`src/rtl/dcs_pkg.sv`:
```
package dcs_pkg;

  // Size register layout
  localparam int EN_BIT   = 0;
  localparam int CS_LSB   = 2;
  localparam int CS_W     = 3;
  localparam int GRAN_LSB = 24;
  localparam int GRAN_W   = 8;

  // Base register layout
  localparam int HI_W     = 4;

  // Widths of decoded quantities
  localparam int REG_W    = 32;
  localparam int ADDR_W   = 36;
  localparam int ATTR_W   = 8;
  localparam int COH_BIT  = 4;
  localparam int SIZE_W   = GRAN_W + 1 + GRAN_LSB;

  // Strobes from control to the table datapath
  typedef struct packed {
    logic clearTbl;
    logic evalWin;
  } dcsCtrlT;

endpackage

```
`src/rtl/dcs_regfile.sv`:
```
module dcs_regfile
  import dcs_pkg::*;
#(
  parameter int NUM_WIN = 4,
  localparam int IDX_W  = (NUM_WIN > 1) ? $clog2(NUM_WIN) : 1,
  localparam int REG_AW = IDX_W + 3
) (
  input  logic              clk,
  input  logic              rstN,
  input  logic              cfgWe,
  input  logic [REG_AW-1:0] cfgAddr,
  input  logic [REG_W-1:0]  cfgWdata,
  output logic [REG_W-1:0]  baseQ [NUM_WIN],
  output logic [REG_W-1:0]  sizeQ [NUM_WIN]
);

  logic [IDX_W-1:0] winSel;
  logic             sizeSel;

  assign winSel  = cfgAddr[REG_AW-1:3];
  assign sizeSel = cfgAddr[2];

  for (genvar g = 0; g < NUM_WIN; g++) begin : gWin
    always_ff @(posedge clk) begin
      if (!rstN) begin
        baseQ[g] <= '0;
        sizeQ[g] <= '0;
      end else if (cfgWe && (winSel == IDX_W'(g))) begin
        if (sizeSel) sizeQ[g] <= cfgWdata;
        else         baseQ[g] <= cfgWdata;
      end
    end

    AST_WRITE_LANDS: assert property (@(posedge clk) disable iff (!rstN)
      (cfgWe && winSel == IDX_W'(g) && sizeSel) |=> (sizeQ[g] == $past(cfgWdata)))
      else $error("size write lost");
  end

endmodule

```
`src/rtl/dcs_decoder.sv`:
```
module dcs_decoder
  import dcs_pkg::*;
#(
  parameter int NUM_WIN = 4,
  localparam int IDX_W  = (NUM_WIN > 1) ? $clog2(NUM_WIN) : 1
) (
  input  logic              clk,
  input  logic              rstN,
  input  logic [REG_W-1:0]  baseQ [NUM_WIN],
  input  logic [REG_W-1:0]  sizeQ [NUM_WIN],
  input  logic [ADDR_W-1:0] cpuAddr,
  output logic              decHit,
  output logic [CS_W-1:0]   decCs
);

  logic [NUM_WIN-1:0] matchVec;
  logic [IDX_W-1:0]   decIdx;

  for (genvar g = 0; g < NUM_WIN; g++) begin : gMatch
    logic [GRAN_W-1:0] diff;
    logic              hiEq;
    assign diff = (cpuAddr[GRAN_LSB +: GRAN_W] ^ baseQ[g][GRAN_LSB +: GRAN_W])
                  & ~sizeQ[g][GRAN_LSB +: GRAN_W];
    assign hiEq = (cpuAddr[ADDR_W-1 -: HI_W] == baseQ[g][HI_W-1:0]);
    assign matchVec[g] = sizeQ[g][EN_BIT] && hiEq && (diff == '0);
  end

  always_comb begin
    decHit = 1'b0;
    decIdx = '0;
    for (int w = NUM_WIN - 1; w >= 0; w--) begin
      if (matchVec[w]) begin
        decHit = 1'b1;
        decIdx = IDX_W'(w);
      end
    end
  end

  always_comb begin
    decCs = '0;
    if (decHit) decCs = sizeQ[decIdx][CS_LSB +: CS_W];
  end

  AST_HIT_ENABLED: assert property (@(posedge clk) disable iff (!rstN)
    decHit |-> sizeQ[decIdx][EN_BIT])
    else $error("hit on disabled window");

  AST_NO_HIT_NO_CS: assert property (@(posedge clk) disable iff (!rstN)
    !decHit |-> (decCs == '0))
    else $error("cs without hit");

endmodule

```
`src/rtl/dcs_ctrl.sv`:
```
module dcs_ctrl
  import dcs_pkg::*;
#(
  parameter int NUM_WIN = 4,
  localparam int IDX_W  = (NUM_WIN > 1) ? $clog2(NUM_WIN) : 1
) (
  input  logic             clk,
  input  logic             rstN,
  input  logic             scanStart,
  output dcsCtrlT          ctrl,
  output logic [IDX_W-1:0] winIdx,
  output logic             scanDone
);

  localparam logic [IDX_W-1:0] LAST = IDX_W'(NUM_WIN - 1);

  typedef enum logic {ST_IDLE, ST_SCAN} stT;

  stT               state;
  logic [IDX_W-1:0] idx;

  always_ff @(posedge clk) begin
    if (!rstN) begin
      state    <= ST_IDLE;
      idx      <= '0;
      scanDone <= 1'b0;
    end else begin
      scanDone <= 1'b0;
      case (state)
        ST_IDLE: begin
          if (scanStart) begin
            state <= ST_SCAN;
            idx   <= '0;
          end
        end
        ST_SCAN: begin
          if (idx == LAST) begin
            state    <= ST_IDLE;
            scanDone <= 1'b1;
          end else begin
            idx <= idx + 1'b1;
          end
        end
        default: state <= ST_IDLE;
      endcase
    end
  end

  always_comb begin
    ctrl.clearTbl = (state == ST_IDLE) && scanStart;
    ctrl.evalWin  = (state == ST_SCAN);
    winIdx        = idx;
  end

  AST_DONE_ONE_CYCLE: assert property (@(posedge clk) disable iff (!rstN)
    scanDone |=> !scanDone)
    else $error("done longer than one cycle");

  AST_DONE_AFTER_LAST: assert property (@(posedge clk) disable iff (!rstN)
    $rose(scanDone) |-> ($past(ctrl.evalWin) && $past(winIdx) == LAST))
    else $error("done without last window");

  AST_SCAN_ADVANCES: assert property (@(posedge clk) disable iff (!rstN)
    (ctrl.evalWin && winIdx != LAST) |=> (ctrl.evalWin && winIdx == $past(winIdx) + 1'b1))
    else $error("scan restarted or stalled");

endmodule

```
`src/rtl/dcs_datapath.sv`:
```
module dcs_datapath
  import dcs_pkg::*;
#(
  parameter int NUM_WIN = 4,
  localparam int IDX_W  = (NUM_WIN > 1) ? $clog2(NUM_WIN) : 1,
  localparam int CNT_W  = $clog2(NUM_WIN + 1)
) (
  input  logic              clk,
  input  logic              rstN,
  input  logic [REG_W-1:0]  baseQ [NUM_WIN],
  input  logic [REG_W-1:0]  sizeQ [NUM_WIN],
  input  logic              coherentIn,
  input  dcsCtrlT           ctrl,
  input  logic [IDX_W-1:0]  winIdx,
  output logic [CNT_W-1:0]  tblCount,
  output logic [IDX_W-1:0]  slotCs   [NUM_WIN],
  output logic [ATTR_W-1:0] slotAttr [NUM_WIN],
  output logic [REG_W-1:0]  slotBase [NUM_WIN],
  output logic [SIZE_W-1:0] slotSize [NUM_WIN]
);

  logic [REG_W-1:0]  curBase;
  logic [REG_W-1:0]  curSize;
  logic              qualify;
  logic [ATTR_W-1:0] attrV;
  logic [GRAN_W:0]   granCnt;
  logic [SIZE_W-1:0] sizeV;
  logic [REG_W-1:0]  baseV;

  assign curBase = baseQ[winIdx];
  assign curSize = sizeQ[winIdx];
  assign qualify = curSize[EN_BIT] && (curBase[HI_W-1:0] == '0);
  assign granCnt = {1'b0, curSize[GRAN_LSB +: GRAN_W]} + 1'b1;
  assign sizeV   = {granCnt, {GRAN_LSB{1'b0}}};
  assign baseV   = {curBase[GRAN_LSB +: GRAN_W], {GRAN_LSB{1'b0}}};

  always_comb begin
    attrV = '0;
    for (int b = 0; b < NUM_WIN; b++) attrV[b] = (b != int'(winIdx));
    attrV[COH_BIT] = coherentIn;
  end

  always_ff @(posedge clk) begin
    if (!rstN || ctrl.clearTbl) begin
      tblCount <= '0;
    end else if (ctrl.evalWin && qualify) begin
      tblCount <= tblCount + 1'b1;
    end
  end

  for (genvar g = 0; g < NUM_WIN; g++) begin : gSlot
    always_ff @(posedge clk) begin
      if (!rstN || ctrl.clearTbl) begin
        slotCs[g]   <= '0;
        slotAttr[g] <= '0;
        slotBase[g] <= '0;
        slotSize[g] <= '0;
      end else if (ctrl.evalWin && qualify && tblCount == CNT_W'(g)) begin
        slotCs[g]   <= winIdx;
        slotAttr[g] <= attrV;
        slotBase[g] <= baseV;
        slotSize[g] <= sizeV;
      end
    end

    AST_ATTR_ONECOLD: assert property (@(posedge clk) disable iff (!rstN)
      (ctrl.evalWin && qualify && tblCount == CNT_W'(g))
        |=> ($countones(slotAttr[g][NUM_WIN-1:0]) == NUM_WIN - 1))
      else $error("attribute not one-cold");
  end

  AST_CLEAR_EMPTY: assert property (@(posedge clk) disable iff (!rstN)
    ctrl.clearTbl |=> (tblCount == '0))
    else $error("count not cleared");

  AST_COUNT_STEP: assert property (@(posedge clk) disable iff (!rstN)
    ctrl.evalWin |=> (tblCount == $past(tblCount) || tblCount == $past(tblCount) + 1'b1))
    else $error("count jumped");

  AST_IDLE_STABLE: assert property (@(posedge clk) disable iff (!rstN)
    (!ctrl.evalWin && !ctrl.clearTbl) |=> $stable(tblCount))
    else $error("count moved outside scan");

  AST_COUNT_BOUND: assert property (@(posedge clk) disable iff (!rstN)
    tblCount <= CNT_W'(NUM_WIN))
    else $error("count overflow");

endmodule

```
`src/rtl/dram_cs_scanner.sv`:
```
module dram_cs_scanner
  import dcs_pkg::*;
#(
  parameter int NUM_WIN = 4,
  localparam int IDX_W  = (NUM_WIN > 1) ? $clog2(NUM_WIN) : 1,
  localparam int CNT_W  = $clog2(NUM_WIN + 1),
  localparam int REG_AW = IDX_W + 3
) (
  input  logic                        clk,
  input  logic                        rstN,
  input  logic                        cfgWe,
  input  logic [REG_AW-1:0]           cfgAddr,
  input  logic [REG_W-1:0]            cfgWdata,
  input  logic [ADDR_W-1:0]           cpuAddr,
  output logic                        decHit,
  output logic [CS_W-1:0]             decCs,
  input  logic                        coherentIn,
  input  logic                        scanStart,
  output logic                        scanDone,
  output logic [CNT_W-1:0]            tblCount,
  output logic [NUM_WIN*IDX_W-1:0]    tblCsIdx,
  output logic [NUM_WIN*ATTR_W-1:0]   tblAttr,
  output logic [NUM_WIN*REG_W-1:0]    tblBase,
  output logic [NUM_WIN*SIZE_W-1:0]   tblSize
);

  logic [REG_W-1:0]  baseQ    [NUM_WIN];
  logic [REG_W-1:0]  sizeQ    [NUM_WIN];
  logic [IDX_W-1:0]  slotCs   [NUM_WIN];
  logic [ATTR_W-1:0] slotAttr [NUM_WIN];
  logic [REG_W-1:0]  slotBase [NUM_WIN];
  logic [SIZE_W-1:0] slotSize [NUM_WIN];
  dcsCtrlT           ctrl;
  logic [IDX_W-1:0]  winIdx;

  dcs_regfile #(.NUM_WIN(NUM_WIN)) uRegs (
    .clk(clk), .rstN(rstN), .cfgWe(cfgWe), .cfgAddr(cfgAddr),
    .cfgWdata(cfgWdata), .baseQ(baseQ), .sizeQ(sizeQ)
  );

  dcs_decoder #(.NUM_WIN(NUM_WIN)) uDec (
    .clk(clk), .rstN(rstN), .baseQ(baseQ), .sizeQ(sizeQ),
    .cpuAddr(cpuAddr), .decHit(decHit), .decCs(decCs)
  );

  dcs_ctrl #(.NUM_WIN(NUM_WIN)) uCtrl (
    .clk(clk), .rstN(rstN), .scanStart(scanStart),
    .ctrl(ctrl), .winIdx(winIdx), .scanDone(scanDone)
  );

  dcs_datapath #(.NUM_WIN(NUM_WIN)) uDp (
    .clk(clk), .rstN(rstN), .baseQ(baseQ), .sizeQ(sizeQ),
    .coherentIn(coherentIn), .ctrl(ctrl), .winIdx(winIdx),
    .tblCount(tblCount), .slotCs(slotCs), .slotAttr(slotAttr),
    .slotBase(slotBase), .slotSize(slotSize)
  );

  for (genvar g = 0; g < NUM_WIN; g++) begin : gFlat
    assign tblCsIdx[g*IDX_W  +: IDX_W]  = slotCs[g];
    assign tblAttr [g*ATTR_W +: ATTR_W] = slotAttr[g];
    assign tblBase [g*REG_W  +: REG_W]  = slotBase[g];
    assign tblSize [g*SIZE_W +: SIZE_W] = slotSize[g];
  end

endmodule

```
`config.mk`:
```
export PLATFORM = sky130hd
export DESIGN_NAME = dram_cs_scanner
export DESIGN_NICKNAME = d
export VERILOG_FILES = /design/src/rtl/dcs_pkg.sv /design/src/rtl/dcs_regfile.sv /design/src/rtl/dcs_decoder.sv /design/src/rtl/dcs_ctrl.sv /design/src/rtl/dcs_datapath.sv /design/src/rtl/dram_cs_scanner.sv
export SDC_FILE = /design/constraint.sdc
export NUM_CORES = 1
export LEC_CHECK = 0
export ABC_AREA = 1
export BUFFER_PORTS_ARGS = -buffer_cell sky130_fd_sc_hd__clkbuf_2
export CELL_PAD_IN_SITES_DETAIL_PLACEMENT = 1
export CELL_PAD_IN_SITES_GLOBAL_PLACEMENT = 2
export CORE_MARGIN = 5
export CORE_UTILIZATION = 28
export DETAILED_ROUTE_END_ITERATION = 16
export PLACE_DENSITY_LB_ADDON = 0.2
export SLEW_MARGIN = 20
export SYNTH_ARGS = -nofsm -noshare
export SYNTH_HDL_FRONTEND = slang
export SYNTH_SLANG_ARGS = --single-unit
```
`constraint.sdc`:
```
create_clock -name clk -period 4.5 [get_ports clk]
set_input_delay 0.675 -clock clk [delete_from_list [all_inputs] [get_ports clk]]
set_output_delay 0.675 -clock clk [all_outputs]
set_load 0.005 [all_outputs]
```
# Word level (Yosys, flattened, before mapping)
# Index checks and enable logic that the tools add are counted.
op_classes:
  addsub: 3
  magnitude_cmp: 2
  n_eq_ne: 16
  mux: 25
  bitwise: 16
  reduce_logical: 39
ops:
  columns: ["op", "n"]
  rows:
  - ["32-bit binary-select mux with 2-bit select", 3]
  - ["32-bit 2-to-1 mux", 4]
  - ["8-bit bitwise AND", 4]
  - ["8-bit zero test", 4]
  - ["8-bit inverter", 4]
  - ["8-bit bitwise XOR", 4]
  - ["2-bit AND reduction", 10]
  - ["1-bit logical AND", 19]
  - ["4-bit == test", 4]
  - ["2-bit 2-to-1 mux", 6]
  - ["5-bit 2-to-1 mux", 2]
  - ["8-bit by 1-bit adder with 9-bit output (second input constant)", 1]
  - ["1-bit 2-to-1 mux", 7]
  - ["2-bit == test (second input constant)", 3]
  - ["3-bit by 2-bit == test with 1-bit output (second input constant)", 2]
  - ["3-bit greater-or-equal comparator (second input constant)", 2]
  - ["2-bit inverter with 3-bit output", 2]
  - ["4-bit zero test", 1]
  - ["2-bit inequality test (first input constant)", 2]
  - ["2-bit inequality test (second input constant)", 2]
  - ["2-bit case mux with 2 select lines", 1]
  - ["3-bit by 1-bit adder with 3-bit output (second input constant)", 1]
  - ["3-bit by 1-bit == test with 1-bit output (second input constant)", 1]
  - ["3-bit zero test", 1]
  - ["10 further kinds", 11]
totals:
  reg_bits: 359
  in_bits: 78
  wordCells: 129

# Logic depth before layout (Yosys ltp)
logic_depth:
  depth_word: 13
  mapped_depth: 13
  depth_no_buf: 13

# By module
# A second synthesis with hierarchy kept.
hier_totals:
  cells_unflattened: 2768
  area_unflattened_um2: 17964.7
modules_own_cells:
  columns: ["mod", "n_inst", "cells_each", "area_per_inst_um2", "seq_area_each_um2"]
  rows:
  - ["dcs_regfile", 1, 1584, 10431.3, 5124.9]
  - ["dcs_datapath", 1, 891, 6085.8, 1981.9]
  - ["dcs_decoder", 1, 269, 1253.7, 0.0]
  - ["dcs_ctrl", 1, 24, 193.9, 80.1]

# Worst setup path before layout
# No wires, ideal clock.
synth_path:
  kind: "input to output"
  start: "input cpuAddr[30]"
  end: "output decCs[0]"
  arrival_ps: 1745
  required_ps: 3825
  setup_slack_ps: 2080
  stages: 13
  n_path_buf: 0
  path_cell_list: "inv_1 nand2_1 nand3_1 nand2_1 nor2_1 nand2_1 nor2_1 nand2_1 nand2_1 nand2_1 nand2_1 nand3_1 a21oi_1"
synth_via:
  elab_chain_cells: 13
synth_lines:
  columns: ["element", "line_no", "text"]
  rows:
  - ["start, declared", "dram_cs_scanner.sv:14", "input logic [ADDR_W-1:0] cpuAddr,"]
  - ["8-bit bitwise XOR", "dcs_decoder.sv:22", "assign diff = (cpuAddr[GRAN_LSB +: GRAN_W] ^ baseQ[g][GRAN_LSB +: GRAN_W])"]
  - ["8-bit bitwise AND", "dcs_decoder.sv:23", "& ~sizeQ[g][GRAN_LSB +: GRAN_W];"]
  - ["8-bit zero test", "dcs_decoder.sv:25", "assign matchVec[g] = sizeQ[g][EN_BIT] && hiEq && (diff == '0);"]
  - ["1-bit logical AND", "dcs_decoder.sv:25", null]
  - ["2-bit 2-to-1 mux (4 in series)", "dcs_decoder.sv:32", "if (matchVec[w]) begin"]
  - ["2-bit inverter with 3-bit output (not written as such)", "dcs_decoder.sv:41", "if (decHit) decCs = sizeQ[decIdx][CS_LSB +: CS_W];"]
  - ["32-bit binary-select mux with 2-bit select", "dcs_decoder.sv:41", null]
  - ["5-bit 2-to-1 mux (not written as such) (2 in series)", "dcs_decoder.sv:41", null]
  - ["3-bit 2-to-1 mux *", "dcs_decoder.sv:41", null]
  - ["end, declared", "dram_cs_scanner.sv:16", "output logic [CS_W-1:0] decCs,"]
# Mark *: on every way between the ends. The rest lies on a longest branch, timed or not. The select of a mux whose other input is x is not followed.

# Worst setup path in the final report
layout_path:
  start: "input cpuAddr[27]"
  end: "output decCs[1]"
# The elaborated chain is that of the path after synthesis.

==> key figures <==
Floorplanning
  – Initial Util: 0.283
  – Number of cell rows: 70
  – Core Region: about 36000 um^2
  – Die Width: 202 um
  – Die area: around 41000 um^2
  – Die height: slightly above 200 um
  – I/O pin count: approximately 390

STA
  – Actual slew at the worst max-slew pin: ~0.94 ns
  – TNS Setup: 0 ns
  – RSZ-0062 raised after global routing: no
  – Post-route clock period utilization: 0.752
  – Fmax: about 300 MHz
  – Max-slew violation count: 0
  – Clock Skews: approximately 0.01 ns
  – Final setup fails: 0
  – Post-route setup slack: ~1.1 ns
  – Worst relative slew slack: 0.369
  – Final hold vios: 0
  – Final min period: between 3 and 4 ns

Synth
  – Cells after synthesis: 1424
  – Seq/Total Area, Yosys: 0.387
  – Syn avg cell area: around 7.2 um^2
  – Ys Warns: 0
  – Async SR Flop Fraction: 0
  – Syn Std Cell Area: a little over 10000 um^2
  – Count of cell types in the netlist: 39
  – Synth Flop Type: dfxtp_1
  – Seq cells post-synth: between 150 and 200
  – EDFF count, synth: 0

Critical path
  – Critical Path End Type: output pin
  – Most common cell on crit path: nand3_1
  – Worst path cell trace: clkbuf_2 > inv_1 > o21ai_0 > nand2_1 > nor2_1 > nand3_1 > nand3_1 > nand3_1 > a21oi_1 > clkbuf_2
  – Max Fanout on Critical Path: 9
  – Worst endpoint data arrival time: 2.71 ns
  – Worst endpoint required time: about 3.8 ns
  – Slowest stage cell, crit path: nand3_1
  – CP Launch Type: input pin
  – CP max stage delay: between 0.3 and 0.4 ns
  – Setup CP Type: in2out

Clock tree
  – CTS tree: yes
  – Number of buffers created by CTS: 17
  – Cts repair resizes: 0
  – CTS Hold Buffers Added: 0
  – Clock Pin Slew Worst Setup and Hold Paths: approximately 0.070 ns
  – Clk_lat worst skew: around 0.45 ns
  – CTS max path bufs: 2
  – Post-CTS Setup Bufs: 0
  – CTS Sinks: just under 200
  – H-tree depth: 4
  – Root Buffer: clkbuf_16

Global routing
  – Total GRT Usage: 0.163
  – Vias in the first global route: between 8000 and 9000
  – Largest net degree at the start of global routing: 95
  – Grt total ovfl: 0
  – Initial antenna violation count: 1
  – Global-route wire length before repair: 52300 um

Layout
  – Synth-to-Final Area Change: 8.97%
  – Antenna diodes: 0
  – Layout cells sized above 1: 0.135
  – Most frequent cells in the layout: conb_1, dfxtp_1, o21ai_0
  – Final cell count without fillers: just over 2000
  – Commonest non-fill, non-tap cell in the layout: conb_1
  – # fillers: 4588
  – Nets: roughly 1600

Route
  – Routed WL per cell: approximately 17 um
  – Detailed Route WL: ~34000 um
  – Initial DRC count: ~340
  – DRT Pass-1 Iters: 4
  – Drc violations: 0
  – DR vias/cell: 4.32
  – ANT nets after route: 0
  – Via count: 8700

Job
  – Total of max-cap violations: 0

Status
  – Outcome: finished clean

Pwr
  – IR Drop Worst-Case VDD: 264 uV
  – Total power: roughly 3.8 mW
  – LEAKAGE: 4.97 nW
  – Pwr Density: approximately 340 nW/um^2

Place
  – Port bufs: between 100 and 150
  – Pre-CTS WS: approximately 1.1 ns
  – Placed cell count: ~2000
  – DPL Wire Length: about 25000 um
  – GP Congestion: roughly 0.8

Worst hold path
  – Worst Hold Class: reg2reg
-- cells by family (layout without fill, tap and decap cells) --
| group | Yosys count | count (layout) | share of synthesized area |
|---|---|---|---|
| XOR/XNOR | 12 | 12 | 0.0109 |
| buffers and inverters | 391 | 310 | 0.224 |
| adder cells (fa/ha/maj) | 10 | 10 | 0.0121 |
| flip-flops | 199 | 199 | 0.387 |
| other | 1 | 204 | 0.000364 |
| AO/OA/AOI/OAI | 387 | 387 | 0.192 |
| AND/OR/NAND/NOR | 424 | 424 | 0.174 |
-- metrics by stage --
step / area [um^2] / util / hold slack, ns
floorplan: 11100 / - / 0.430
global placement: 10600 / 0.292 / 0.446
detailed placement: 10600 / 0.292 / 0.452
CTS: 11200 / 0.308 / 0.464
global route: 11200 / 0.308 / 0.484
finish: 11200 / 0.308 / 0.457
-- synth_stat cells (2+ instances only) --
| master | n | share of area |
|---|---|---|
| nand3_1 | 40 | 0.019 |
| nor2_1 | 173 | 0.063 |
| nand4_1 | 5 | 0.0030 |
| dfxtp_1 | 199 | 0.39 |
| xor2_1 | 8 | 0.0068 |
| xnor2_1 | 3 | 0.0026 |
| a21oi_1 | 177 | 0.086 |
| o21ai_1 | 8 | 0.0039 |
| nor2_8 | 2 | 0.0039 |
| nand3b_1 | 6 | 0.0044 |
| clkbuf_1 | 42 | 0.015 |
| nor2_2 | 3 | 0.0018 |
| ha_1 | 10 | 0.012 |
| o21ai_0 | 187 | 0.091 |
| o211ai_1 | 2 | 0.0015 |
| inv_1 | 118 | 0.043 |
| buf_6 | 7 | 0.0077 |
| inv_2 | 8 | 0.0029 |
| nand2_1 | 183 | 0.067 |
| buf_2 | 9 | 0.0044 |
| buf_4 | 206 | 0.15 |
| nor3_1 | 3 | 0.0015 |
| o22ai_1 | 8 | 0.0049 |
| nor3_4 | 2 | 0.0032 |
-- per-layer routing --
layer | wire, um | up-vias | global-route usage
li1 | - | 4406 | -
met1 | 16300 | 4111 | 0.223
met2 | 16400 | 168 | 0.273
met3 | 1380 | 15 | 0.0329
met4 | 192 | 0 | 0.0281
met5 | 0 | - | 0
-- critical path: cells and delay by family --
kind / cells / cell delay, ns
AND/OR/NAND/NOR: 5 / 1.13
buffers and inverters: 3 / 0.39
AO/OA/AOI/OAI: 2 / 0.52
-- registers in the layout, indices dropped and copies added, names as in the netlist --
| register | flops |
|---|---|
| uCtrl.state | 1 |
| uDp.slotSize | 36 |
| uDp.slotBase | 32 |
| uDp.slotAttr | 20 |
| uDp.slotCs | 8 |
| uCtrl.scanDone | 1 |
| uCtrl.winIdx | 2 |
| uRegs.sizeQ | 48 |
| uDp.tblCount | 3 |
| uRegs.baseQ | 48 |
-- report_power, final --
part | switching (mW) | internal, mW
Clock | 0.775 | 0.813
Sequential | 0.0288 | 1.80
Combinational | 0.313 | 0.104
Total | 1.12 | 2.71
-- final cells by class --
class	count	area (um^2)	share of cell area
repair buffers	152	801	0.0714
flip-flops and latches	199	3990	0.355
well taps	468	586	0.0522
clock inverters	12	139	0.0124
multi-input cells	1037	4780	0.426
inverters	126	473	0.0421
clock buffers	20	457	0.0407
-- path summary, 6_finish.rpt --
path	startpoint	endpoint	slack, ns	cells after the start
hold reg to reg	uRegs.sizeQ[66]$_SDFFE_PN0P_	uRegs.sizeQ[66]$_SDFFE_PN0P_	0.46	2
hold / removal	uRegs.sizeQ[66]$_SDFFE_PN0P_	uRegs.sizeQ[66]$_SDFFE_PN0P_	0.46	2
setup / recovery	cpuAddr[27]	decCs[1]	1.12	10
setup reg to reg	uCtrl.winIdx[0]$_SDFFE_PN0P_	uDp.slotSize[127]$_SDFFE_PP0P_	1.76	10
Power figures use the tool's default switching activity.
